[config.mk]
export PLATFORM = sky130hd
export DESIGN_NAME = alu_flag_unit
export DESIGN_NICKNAME = d
export VERILOG_FILES = /design/src/rtl/alu_flag_pkg.sv /design/src/rtl/alu_op_decode.sv /design/src/rtl/alu_addsub.sv /design/src/rtl/alu_logic.sv /design/src/rtl/alu_flag_unit.sv
export SDC_FILE = /design/constraint.sdc
export NUM_CORES = 1
export LEC_CHECK = 0
export ABC_CLOCK_PERIOD_IN_PS = 3700
export BUFFER_PORTS_ARGS = -buffer_cell sky130_fd_sc_hd__buf_2
export CORE_UTILIZATION = 53
export DETAILED_ROUTE_END_ITERATION = 10
export HOLD_SLACK_MARGIN = 0.02
export PLACE_DENSITY = 0.79
export SLEW_MARGIN = 10
export SYNTH_ARGS = -nofsm -noshare
export SYNTH_HDL_FRONTEND = slang
export SYNTH_HIERARCHICAL = 1
export SYNTH_SLANG_ARGS = --single-unit
[constraint.sdc]
create_clock -name clk -period 3.7 [get_ports clk]
set_input_delay 0.185 -clock clk [delete_from_list [all_inputs] [get_ports clk]]
set_output_delay 0.185 -clock clk [all_outputs]
set_load 0.005 [all_outputs]
[src/rtl/alu_flag_pkg.sv]
// Package: shared types for the integer ALU.
// Assumes flags are packed N,Z,C,V from MSB to LSB.
package alu_flag_pkg;

    localparam int unsigned OPC_W = 4;

    typedef enum logic [OPC_W-1:0] {
        OP_AND = 4'h0, OP_EOR = 4'h1, OP_SUB = 4'h2, OP_RSB = 4'h3,
        OP_ADD = 4'h4, OP_ADC = 4'h5, OP_SBC = 4'h6, OP_RSC = 4'h7,
        OP_TST = 4'h8, OP_TEQ = 4'h9, OP_CMP = 4'hA, OP_CMN = 4'hB,
        OP_ORR = 4'hC, OP_MOV = 4'hD, OP_BIC = 4'hE, OP_MVN = 4'hF
    } alu_op_e;

    typedef enum logic [1:0] {
        CIN_ZERO = 2'd0,
        CIN_ONE  = 2'd1,
        CIN_FLAG = 2'd2
    } cin_sel_e;

    typedef struct packed {
        logic     arith;      // adder path, else logic path
        logic     swap;       // exchange operands before the adder
        logic     inv_second; // invert adder second input (subtract)
        cin_sel_e cin;        // adder carry-in source
        logic     writes;     // destination written
    } op_ctrl_t;

    typedef struct packed {
        logic n;
        logic z;
        logic c;
        logic v;
    } flags_t;

endpackage

[src/rtl/alu_op_decode.sv]
// Module: alu_op_decode
// Turns the 4-bit operation code into adder/logic path controls.
// Assumes: purely combinational, every code is defined.
module alu_op_decode
    import alu_flag_pkg::*;
(
    input  logic [OPC_W-1:0] op_i,
    output op_ctrl_t         ctrl_o
);

    // Decode each operation into its datapath controls.
    always_comb begin
        ctrl_o = '{arith: 1'b0, swap: 1'b0, inv_second: 1'b0,
                   cin: CIN_ZERO, writes: 1'b1};
        unique case (alu_op_e'(op_i))
            OP_SUB, OP_CMP: begin
                ctrl_o.arith      = 1'b1;
                ctrl_o.inv_second = 1'b1;
                ctrl_o.cin        = CIN_ONE;
            end
            OP_RSB: begin
                ctrl_o.arith      = 1'b1;
                ctrl_o.swap       = 1'b1;
                ctrl_o.inv_second = 1'b1;
                ctrl_o.cin        = CIN_ONE;
            end
            OP_ADD, OP_CMN: ctrl_o.arith = 1'b1;
            OP_ADC: begin
                ctrl_o.arith = 1'b1;
                ctrl_o.cin   = CIN_FLAG;
            end
            OP_SBC: begin
                ctrl_o.arith      = 1'b1;
                ctrl_o.inv_second = 1'b1;
                ctrl_o.cin        = CIN_FLAG;
            end
            OP_RSC: begin
                ctrl_o.arith      = 1'b1;
                ctrl_o.swap       = 1'b1;
                ctrl_o.inv_second = 1'b1;
                ctrl_o.cin        = CIN_FLAG;
            end
            default: ;
        endcase
        if (op_i[3:2] == 2'b10) begin
            ctrl_o.writes = 1'b0;
        end
    end

endmodule

[src/rtl/alu_addsub.sv]
// Module: alu_addsub
// One adder serving all add and subtract forms: x + (inv ? ~y : y) + cin.
// Assumes: subtract is done as add of the inverse, so carry-out is
// directly the "no borrow" indication.
module alu_addsub
    import alu_flag_pkg::*;
#(
    parameter int unsigned WIDTH = 32
) (
    input  logic [WIDTH-1:0] a_i,
    input  logic [WIDTH-1:0] b_i,
    input  logic             swap_i,
    input  logic             inv_i,
    input  cin_sel_e         cin_sel_i,
    input  logic             carry_flag_i,
    output logic [WIDTH-1:0] sum_o,
    output logic             cout_o,
    output logic             ovf_o
);

    localparam int unsigned MSB = WIDTH - 1;

    logic [WIDTH-1:0] x;
    logic [WIDTH-1:0] y;
    logic             cin;
    logic [WIDTH:0]   full;

    // Select operand order, inversion and carry-in.
    always_comb begin
        x = swap_i ? b_i : a_i;
        y = swap_i ? a_i : b_i;
        if (inv_i) begin
            y = ~y;
        end
        unique case (cin_sel_i)
            CIN_ONE:  cin = 1'b1;
            CIN_FLAG: cin = carry_flag_i;
            default:  cin = 1'b0;
        endcase
    end

    // Wide add, carry out and signed overflow.
    always_comb begin
        full   = {1'b0, x} + {1'b0, y} + {{WIDTH{1'b0}}, cin};
        sum_o  = full[MSB:0];
        cout_o = full[WIDTH];
        ovf_o  = (x[MSB] == y[MSB]) && (full[MSB] != x[MSB]);
    end

endmodule

[src/rtl/alu_logic.sv]
// Module: alu_logic
// Bitwise path for the logical, test and move operations.
// Assumes: arithmetic codes are don't-care here (output zero).
module alu_logic
    import alu_flag_pkg::*;
#(
    parameter int unsigned WIDTH = 32
) (
    input  logic [OPC_W-1:0] op_i,
    input  logic [WIDTH-1:0] a_i,
    input  logic [WIDTH-1:0] b_i,
    output logic [WIDTH-1:0] res_o
);

    // Pick the bitwise function for the opcode.
    always_comb begin
        unique case (alu_op_e'(op_i))
            OP_AND, OP_TST: res_o = a_i & b_i;
            OP_EOR, OP_TEQ: res_o = a_i ^ b_i;
            OP_ORR:         res_o = a_i | b_i;
            OP_MOV:         res_o = b_i;
            OP_BIC:         res_o = a_i & ~b_i;
            OP_MVN:         res_o = ~b_i;
            default:        res_o = '0;
        endcase
    end

endmodule

[src/rtl/alu_flag_unit.sv]
// Module: alu_flag_unit (top)
// Executes one data-processing operation per cycle and registers the
// result, write enable, next flags and the saved-status restore request.
// Assumes: operand_b_i is already shifted; flags packed {N,Z,C,V}.
module alu_flag_unit
    import alu_flag_pkg::*;
#(
    parameter int unsigned WIDTH = 32
) (
    input  logic             clk,
    input  logic             rst_n,
    input  logic [3:0]       op_i,
    input  logic             set_flags_i,
    input  logic [WIDTH-1:0] operand_a_i,
    input  logic [WIDTH-1:0] operand_b_i,
    input  logic             shift_carry_i,
    input  logic [3:0]       flags_i,
    input  logic             dst_is_pc_i,
    input  logic             has_saved_i,
    input  logic [3:0]       saved_flags_i,
    output logic [WIDTH-1:0] result_o,
    output logic             wr_en_o,
    output logic [3:0]       flags_o,
    output logic             restore_o
);

    localparam int unsigned MSB = WIDTH - 1;

    op_ctrl_t         ctrl;
    logic [WIDTH-1:0] sum;
    logic             cout;
    logic             ovf;
    logic [WIDTH-1:0] logic_res;
    logic [WIDTH-1:0] res_d;
    flags_t           cur;
    flags_t           flags_d;
    logic             restore_d;

    assign cur = flags_t'(flags_i);

    alu_op_decode u_dec (
        .op_i   (op_i),
        .ctrl_o (ctrl)
    );

    alu_addsub #(.WIDTH(WIDTH)) u_add (
        .a_i          (operand_a_i),
        .b_i          (operand_b_i),
        .swap_i       (ctrl.swap),
        .inv_i        (ctrl.inv_second),
        .cin_sel_i    (ctrl.cin),
        .carry_flag_i (cur.c),
        .sum_o        (sum),
        .cout_o       (cout),
        .ovf_o        (ovf)
    );

    alu_logic #(.WIDTH(WIDTH)) u_log (
        .op_i  (op_i),
        .a_i   (operand_a_i),
        .b_i   (operand_b_i),
        .res_o (logic_res)
    );

    // Choose the result path and form next flags or a restore.
    always_comb begin
        res_d     = ctrl.arith ? sum : logic_res;
        restore_d = 1'b0;
        flags_d   = cur;
        if (set_flags_i) begin
            if (dst_is_pc_i && has_saved_i) begin
                restore_d = 1'b1;
                flags_d   = flags_t'(saved_flags_i);
            end else begin
                flags_d.n = res_d[MSB];
                flags_d.z = (res_d == '0);
                flags_d.c = ctrl.arith ? cout : shift_carry_i;
                flags_d.v = ctrl.arith ? ovf : cur.v;
            end
        end
    end

    // Output register with synchronous active-low reset.
    always_ff @(posedge clk) begin
        if (!rst_n) begin
            result_o  <= '0;
            wr_en_o   <= 1'b0;
            flags_o   <= '0;
            restore_o <= 1'b0;
        end else begin
            result_o  <= res_d;
            wr_en_o   <= ctrl.writes;
            flags_o   <= flags_d;
            restore_o <= restore_d;
        end
    end

    logic is_logic_op;
    logic take_restore;
    assign is_logic_op  = (op_i inside {4'h0, 4'h1, 4'h8, 4'h9, 4'hC, 4'hD, 4'hE, 4'hF});
    assign take_restore = set_flags_i && dst_is_pc_i && has_saved_i;


    cmp_no_write_chk: assert property (@(posedge clk) disable iff (!rst_n)
        (op_i[3:2] == 2'b10) |=> !wr_en_o);


    op_writes_chk: assert property (@(posedge clk) disable iff (!rst_n)
        (op_i[3:2] != 2'b10) |=> wr_en_o);


    hold_flags_chk: assert property (@(posedge clk) disable iff (!rst_n)
        !set_flags_i |=> (flags_o == $past(flags_i)) && !restore_o);


    restore_chk: assert property (@(posedge clk) disable iff (!rst_n)
        take_restore |=> restore_o && (flags_o == $past(saved_flags_i)));


    logic_carry_chk: assert property (@(posedge clk) disable iff (!rst_n)
        (set_flags_i && !take_restore && is_logic_op)
        |=> (flags_o[1] == $past(shift_carry_i)) && (flags_o[0] == $past(flags_i[0])));

    // N and Z agree with the registered result
    nz_match_chk: assert property (@(posedge clk) disable iff (!rst_n)
        (set_flags_i && !take_restore)
        |=> (flags_o[3] == result_o[MSB]) && (flags_o[2] == (result_o == '0)));

endmodule

==> results of run 1 <==
==> cells in the mapped netlist (3+ instances only) <==
cell,n
nand3_1,7
a21oi_1,33
o21ai_1,3
o221ai_2,30
nor2_1,27
o21bai_1,3
o21ai_0,22
nor2b_1,42
mux2_2,31
inv_1,73
buf_1,7
xnor2_1,50
buf_2,18
nand4_1,11
nand2_1,40
buf_6,8
a31oi_1,4
a21oi_2,3
o211ai_1,5
a211oi_1,4
nand2b_1,39
o22a_1,31
and3_1,4
dfxtp_1,38
o21a_1,7
o211a_1,3
ha_1,65
clkbuf_1,25
a22oi_2,30
xor2_1,11
a21o_1,3
mux2i_1,99
a21boi_0,3
nor4_1,13
==> worst min-delay path by stage <==
stage / startpoint / end / slack [ns] / depth (start not counted)
CTS: flags_i[0] / flags_o[0]$_SDFF_PN0_ / 0.17 / 2
finish: flags_i[0] / flags_o[0]$_SDFF_PN0_ / 0.16 / 2
global route: flags_i[0] / flags_o[0]$_SDFF_PN0_ / 0.17 / 2
global placement: flags_i[0] / flags_o[0]$_SDFF_PN0_ / 0.45 / 2
floorplan: flags_i[0] / flags_o[0]$_SDFF_PN0_ / 0.34 / 1
detailed placement: flags_i[0] / flags_o[0]$_SDFF_PN0_ / 0.45 / 2
==> metrics by stage <==
step	total power (W)	setup slack, ns	utilization, %	hold WS, ns
3_5_place_dp	0.00239	-0.645	68.1	0.452
2_1_floorplan	0.00157	-0.0566	-	0.341
5_1_grt	0.00332	-0.305	72.3	0.170
3_3_place_gp	0.00237	-0.532	68.1	0.452
4_1_cts	0.00306	-0.153	70.8	0.166
6_report	0.00314	-0.0866	72.3	0.162
==> layout make-up <==
type                    count  area [um2]
fillers                   967        3540
inverters                  73         274
multi-input cells         662        5870
clock inverters             2        60.1
repair buffers            283        1920
flip-flops and latches     38         761
well taps                 172         215
clock buffers               6         139
==> cell usage in the layout (no fill, tap or decap), types with 4 or more instances in the layout <==
cell type,netlist,routed
o21a_1,7,7
xnor2_1,50,50
buf_4,0,155
a211oi_1,4,4
inv_1,73,72
and3_1,4,4
o221ai_2,30,30
mux2_2,31,31
nor2_1,27,24
nand2b_1,39,37
nand2_1,40,37
a21oi_1,33,27
a31oi_1,4,4
o21ai_0,22,18
clkbuf_16,0,6
o22a_1,31,31
dfxtp_1,38,38
xor2_1,11,11
buf_2,18,115
nor4_1,13,12
ha_1,65,62
mux2i_1,99,98
buf_6,8,9
a21oi_2,3,8
a22oi_2,30,30
o21ai_1,3,4
nand4_1,11,11
nor2b_1,42,41
nand3_1,7,6
o211ai_1,5,5
==> per-layer routing <==
metal	track usage [%]	part of all wire [%]	wire [um]	vias to the layer above
met2	54.4	46	10600	316
met3	4.33	6.5	1500	50
li1	-	-	-	3500
met4	10.7	2.5	570	0
met5	0	0	0	-
met1	43.5	45	10400	3547
==> sequential cells by signal, summed over array words and instances, names as in the netlist <==
name / count
restore_o: 1
flags_o: 4
result_o: 32
wr_en_o: 1
==> critical path, cell delays in order <==
cell and delay [ns]:
buf_8 0.10, nand2b_4 0.14, a21oi_4 0.15, inv_2 0.07, ha_4 0.21, or2_4 0.24, fa_2 0.37, fa_2 0.36
nor2b_2 0.14, o211ai_1 0.13, a21oi_2 0.24, buf_4 0.16, a311o_1 0.22, nand3_2 0.09, o21ai_2 0.15, xor2_1 0.11
nor4b_1 0.30, nand4_1 0.17, nor4_2 0.17, o21ai_1 0.10, a31oi_1 0.18
==> cell families (layout without fill, tap and decap cells) <==
| logic type | count (synthesis) | after routing | synth area share [%] |
|---|---|---|---|
| flip-flops | 38 | 38 | 10.8 |
| buffers and inverters | 131 | 364 | 8.17 |
| AO/OA/AOI/OAI | 204 | 204 | 26.6 |
| adder cells (fa/ha/maj) | 67 | 67 | 12.1 |
| AND/OR/NAND/NOR | 200 | 200 | 15.6 |
| XOR/XNOR | 61 | 61 | 7.60 |
| multiplexers | 130 | 130 | 19.1 |
==> what timing repair did <==
| action | CTS | global route |
|---|---|---|
| gates resized for setup | 17 | 33 |
| pin swaps | 19 | 27 |
| cloned | 0 | 1 |
| buffers inserted | 11 | 6 |
| setup endpoints to repair | 2 | 6 |
==> report_power, final <==
part           internal [W]  leakage [nW]  switching [W]
Clock              0.000405        0.0971       0.000171
Combinational       0.00103          3.78        0.00105
Sequential         0.000471         0.314      0.0000135
==> metrics.cfg, run 1 <==
[outcome]
status=complete, but fails checks
violations=negative setup slack

[synthesis]
syn_area_mm2=0.00703
synth_area_leaders=mux2i_1 (14%), ha_1 (12%), dfxtp_1 (11%)
netlist-cell-type-count=63
async_flop_share_pct=0
synth.top_cell.area_share_pct=14.1
ys_warn_count=6
synth_edf_count=0
synth_seq_cells=38
synth-main-ff-cell=dfxtp_1
avgSynthCellArea_um2=8.45
yosysTopAreaCell=mux2i_1
ys_seq_area_share_pct=10.8
synth_cells=831
synth_nets=980

[sta]
setup_ws_ns=-0.0866
finalMaxSlewViolations=0
fin_tns_setup_ns=-0.0866
relSlewSlack_pct=35.2
fin_crit_ns=3.79
fmax_mhz=264
worst_pin_slew_ns=0.972
rsz0062_at_grt=true
hold_violations=0
final.period_utilization_pct=102
setup_viol_count_final=1

[placement]
dp_cells=1212
port_buffers=119
dpl.hpwl_um=17700
placed_cell_area_mm2=0.00870
place.gp.congestion=0.944

[grt]
grt_pass1_vias=7037
grt_max_degree=39
overflow=0
grt_use_total_pct=32.6
grt_pass1_wl_um=34700
grt_antenna_before_repair=0

[setup_path]
required_ns=3.91
crit_path_start=op_i[2]
crit_fanout=3
cp-start-kind=input pin
endpoint_kind=flop
worst-setup-path-type=input pin to flop
arrival_ns=3.99
crit_path_end=flags_o[2]$_SDFF_PN0_

[power_and_ir_drop]
powerDensity_mw_per_mm2=340
leakage_nw=4.19
peakVddDrop_mv=0.222

[detailed_routing]
drt_pass1_iterations=5
wl_per_cell_um=18.6
vias=7413
viasPerCell=6.00
wirelength_um=23000
drt_iter0_drc=432
drc=0
final_antenna_net_count=0

[floorplan]
die_w_um=117
ioPinCount=120
die_h_um=117
die_area_mm2=0.0137
core.rowCount=41
start_util_pct=55.0
fp.coreArea_mm2=0.0128

[clock_network]
clkTransAtPathRegs_ns=0.05
cts_tree=yes
clockBufferDepth=2
cts_buffers=5
cts.sinks=38
htree_levels=2
root_buffer=clkbuf_16
ctsHoldBuffers=0

[layout]
layout.cells.non_filler=1236
drive_above_1_share_pct=40.0
n_antenna_cell=0
layout.nets=1212
area_delta_synth_final_pct=31.5
final_area_mm2=0.00924

[job]
cap_viol_max_count=0

[worst_hold_path]
hold_class=input pin to flop

(Power assumes the default switching activity.)
==> run 2: changes to the inputs <==
BUFFER_PORTS_ARGS = not set   (was -buffer_cell sky130_fd_sc_hd__buf_2)
CORE_UTILIZATION = 55   (was 53)
DONT_BUFFER_PORTS = 1   (was not set)
PLACE_DENSITY = 0.73   (was 0.79)
==> run 2 against run 1 <==
  * The flow still finishes with violations (negative setup slack)
  * Sequential share of layout area grew 0.93 points
  * Sequential power grew 4%
  * Via count shrank 9.2%
  * Worst hold slack lost 0.15 ns
  * Die area shrank 3.6%
  * Final cell count shrank 12%
  * Flip-flop and latch count is the same
  * Critical path depth shrank 2
  * Routed wire length grew 1.1%
  * Combinational power shrank 12%
  * Utilization shrank 4.4 points
==> metrics.cfg, run 2 (synthesis results as in run 1) <==
[detailed_routing]
vias=6730
wl_per_cell_um=21.5
final_antenna_net_count=0
drt_iter0_drc=422
drc=0
drt_pass1_iterations=5
wirelength_um=23300
viasPerCell=6.20

[layout]
fillCellCount=995
multi_input_area_mm2=0.00581
n_antenna_cell=0
layout.nets=1065
regMostFlops=result_o
area_delta_synth_final_pct=18.1
layout_common_cells=buf_4 (133), mux2i_1 (99), inv_1 (73)
seqCellArea_um2=761
reg_top3=result_o x32, flags_o x4
drive_above_1_share_pct=29.1
layout.cells.non_filler=1085
final_common_cell=buf_4
largest_reg_flops=32

[placement]
dp_slack_ns=-0.599
dpl.hpwl_um=18700
dp_cells=1063
place.gp.congestion=0.924
port_buffers=0

[clock_network]
clockBufferDepth=2
clkTransAtPathRegs_ns=0.05
root_buffer=clkbuf_16
cts_tree=yes
htree_levels=2
cts.sinks=38
cts_buffers=5

[floorplan]
core.rowCount=40
ioPinCount=120
die_area_mm2=0.0132
start_util_pct=57.5
fp.coreArea_mm2=0.0122
die_h_um=115
die_w_um=115

[setup_path]
endpoint_kind=flop
worst-path-stages=19
cp-start-kind=input pin
crit_fanout=9
required_ns=3.90
arrival_ns=3.92
crit_buf_inv=2
worst-setup-path-type=input pin to flop
crit_path_start=op_i[2]
cpLargestDelayFamily=compound AO/OA/AOI/OAI gates
critical_path.cell_chain=nand2b_4 -> a21oi_4 -> inv_1 -> ha_1 -> or2_4 -> fa_2 -> fa_2 -> nor2b_2 -> o211ai_1 -> a21oi_2 -> a31oi_4 -> o211a_1 -> buf_4 -> xnor2_2 -> nor4_2 -> nand4_1 -> nor4_2 -> o21ai_1 -> a31oi_1
cp_slowest_cell=fa_2
max_stage_delay_ns=0.36

[sta]
hold_violations=0
finalMaxSlewViolations=0
worst_pin_slew_ns=0.973
rsz0062_at_grt=true
fin_crit_ns=3.72
final.period_utilization_pct=101
fmax_mhz=269
setup_viol_count_final=1
setup_ws_ns=-0.0219
timing.hold.ws_ns=0.0161
relSlewSlack_pct=35.0

[job]
cap_viol_max_count=0

[power_and_ir_drop]
peakVddDrop_mv=0.199
powerDensity_mw_per_mm2=351
leakage_nw=3.53

[grt]
grt_use_total_pct=35.3
grt_max_degree=45
grt_pass1_vias=6792
grt_pass1_wl_um=35900
grt_antenna_before_repair=0
overflow=0

[worst_hold_path]
holdPathStages=1
hold_end=flags_o[2]$_SDFF_PN0_
hp-start=set_flags_i
hold_class=input pin to flop

[outcome]
status=complete, but fails checks
violations=negative setup slack

run 2: changes by cell type in the layout (fill, tap and decap cells not counted), moves of 3 or more:
cell / delta
ha_1: +3
buf_6: -9
buf_4: -22
buf_2: -115
a21oi_2: -4
a21oi_1: +4
ha_4: -3
run 2: how the worst max path moves through the flow:
stage and end:
2_1_floorplan flags_o[2]$_SDFF_PN0_, 3_3_place_gp flags_o[2]$_SDFF_PN0_, 3_5_place_dp flags_o[2]$_SDFF_PN0_, 4_1_cts flags_o[2]$_SDFF_PN0_, 5_1_grt flags_o[2]$_SDFF_PN0_, 6_report flags_o[2]$_SDFF_PN0_
run 2: per-layer routing:
metal	GRT usage (%)	wire [um]	part of all wire (%)	up-vias
met5	0	0	0	-
met4	9.00	418	1.8	0
met3	6.33	1750	7.5	36
met2	56.5	10200	44	272
met1	48.7	10900	47	3224
li1	-	-	-	3198
run 2: area by class of cell:
class / count / share of cell area (%)
multi-input cells: 662 / 70.0
repair buffers: 136 / 12.6
flip-flops and latches: 38 / 9.17
inverters: 73 / 3.30
well taps: 168 / 2.53
clock buffers: 6 / 1.67
clock inverters: 2 / 0.724
run 2: per-stage QoR:
step                utilization [%]  TNS (ns)  cell area, um2  total power, W
detailed placement             64.8    -0.971            7920         0.00224
global placement               64.8    -0.539            7920         0.00222
CTS                            67.6    -0.121            8250         0.00286
finish                         68.0   -0.0219            8300         0.00291
global route                   68.0    -0.262            8300         0.00309
floorplan                         -   -0.0566            7050         0.00157
run 2: repair_timing:
item,CTS,global route
endpoints found under the setup margin,1,3
hold buffers,1,0
hold endpoints to repair,1,0
gates resized for setup,7,10
buffers inserted,13,0
pin swaps,15,13
run 2: power by group:
| part | switching (W) | internal [W] | total, W |
|---|---|---|---|
| Sequential | 0.0000301 | 0.000473 | 0.000503 |
| Combinational | 0.000934 | 0.000904 | 0.00184 |
| Clock | 0.000169 | 0.000405 | 0.000574 |
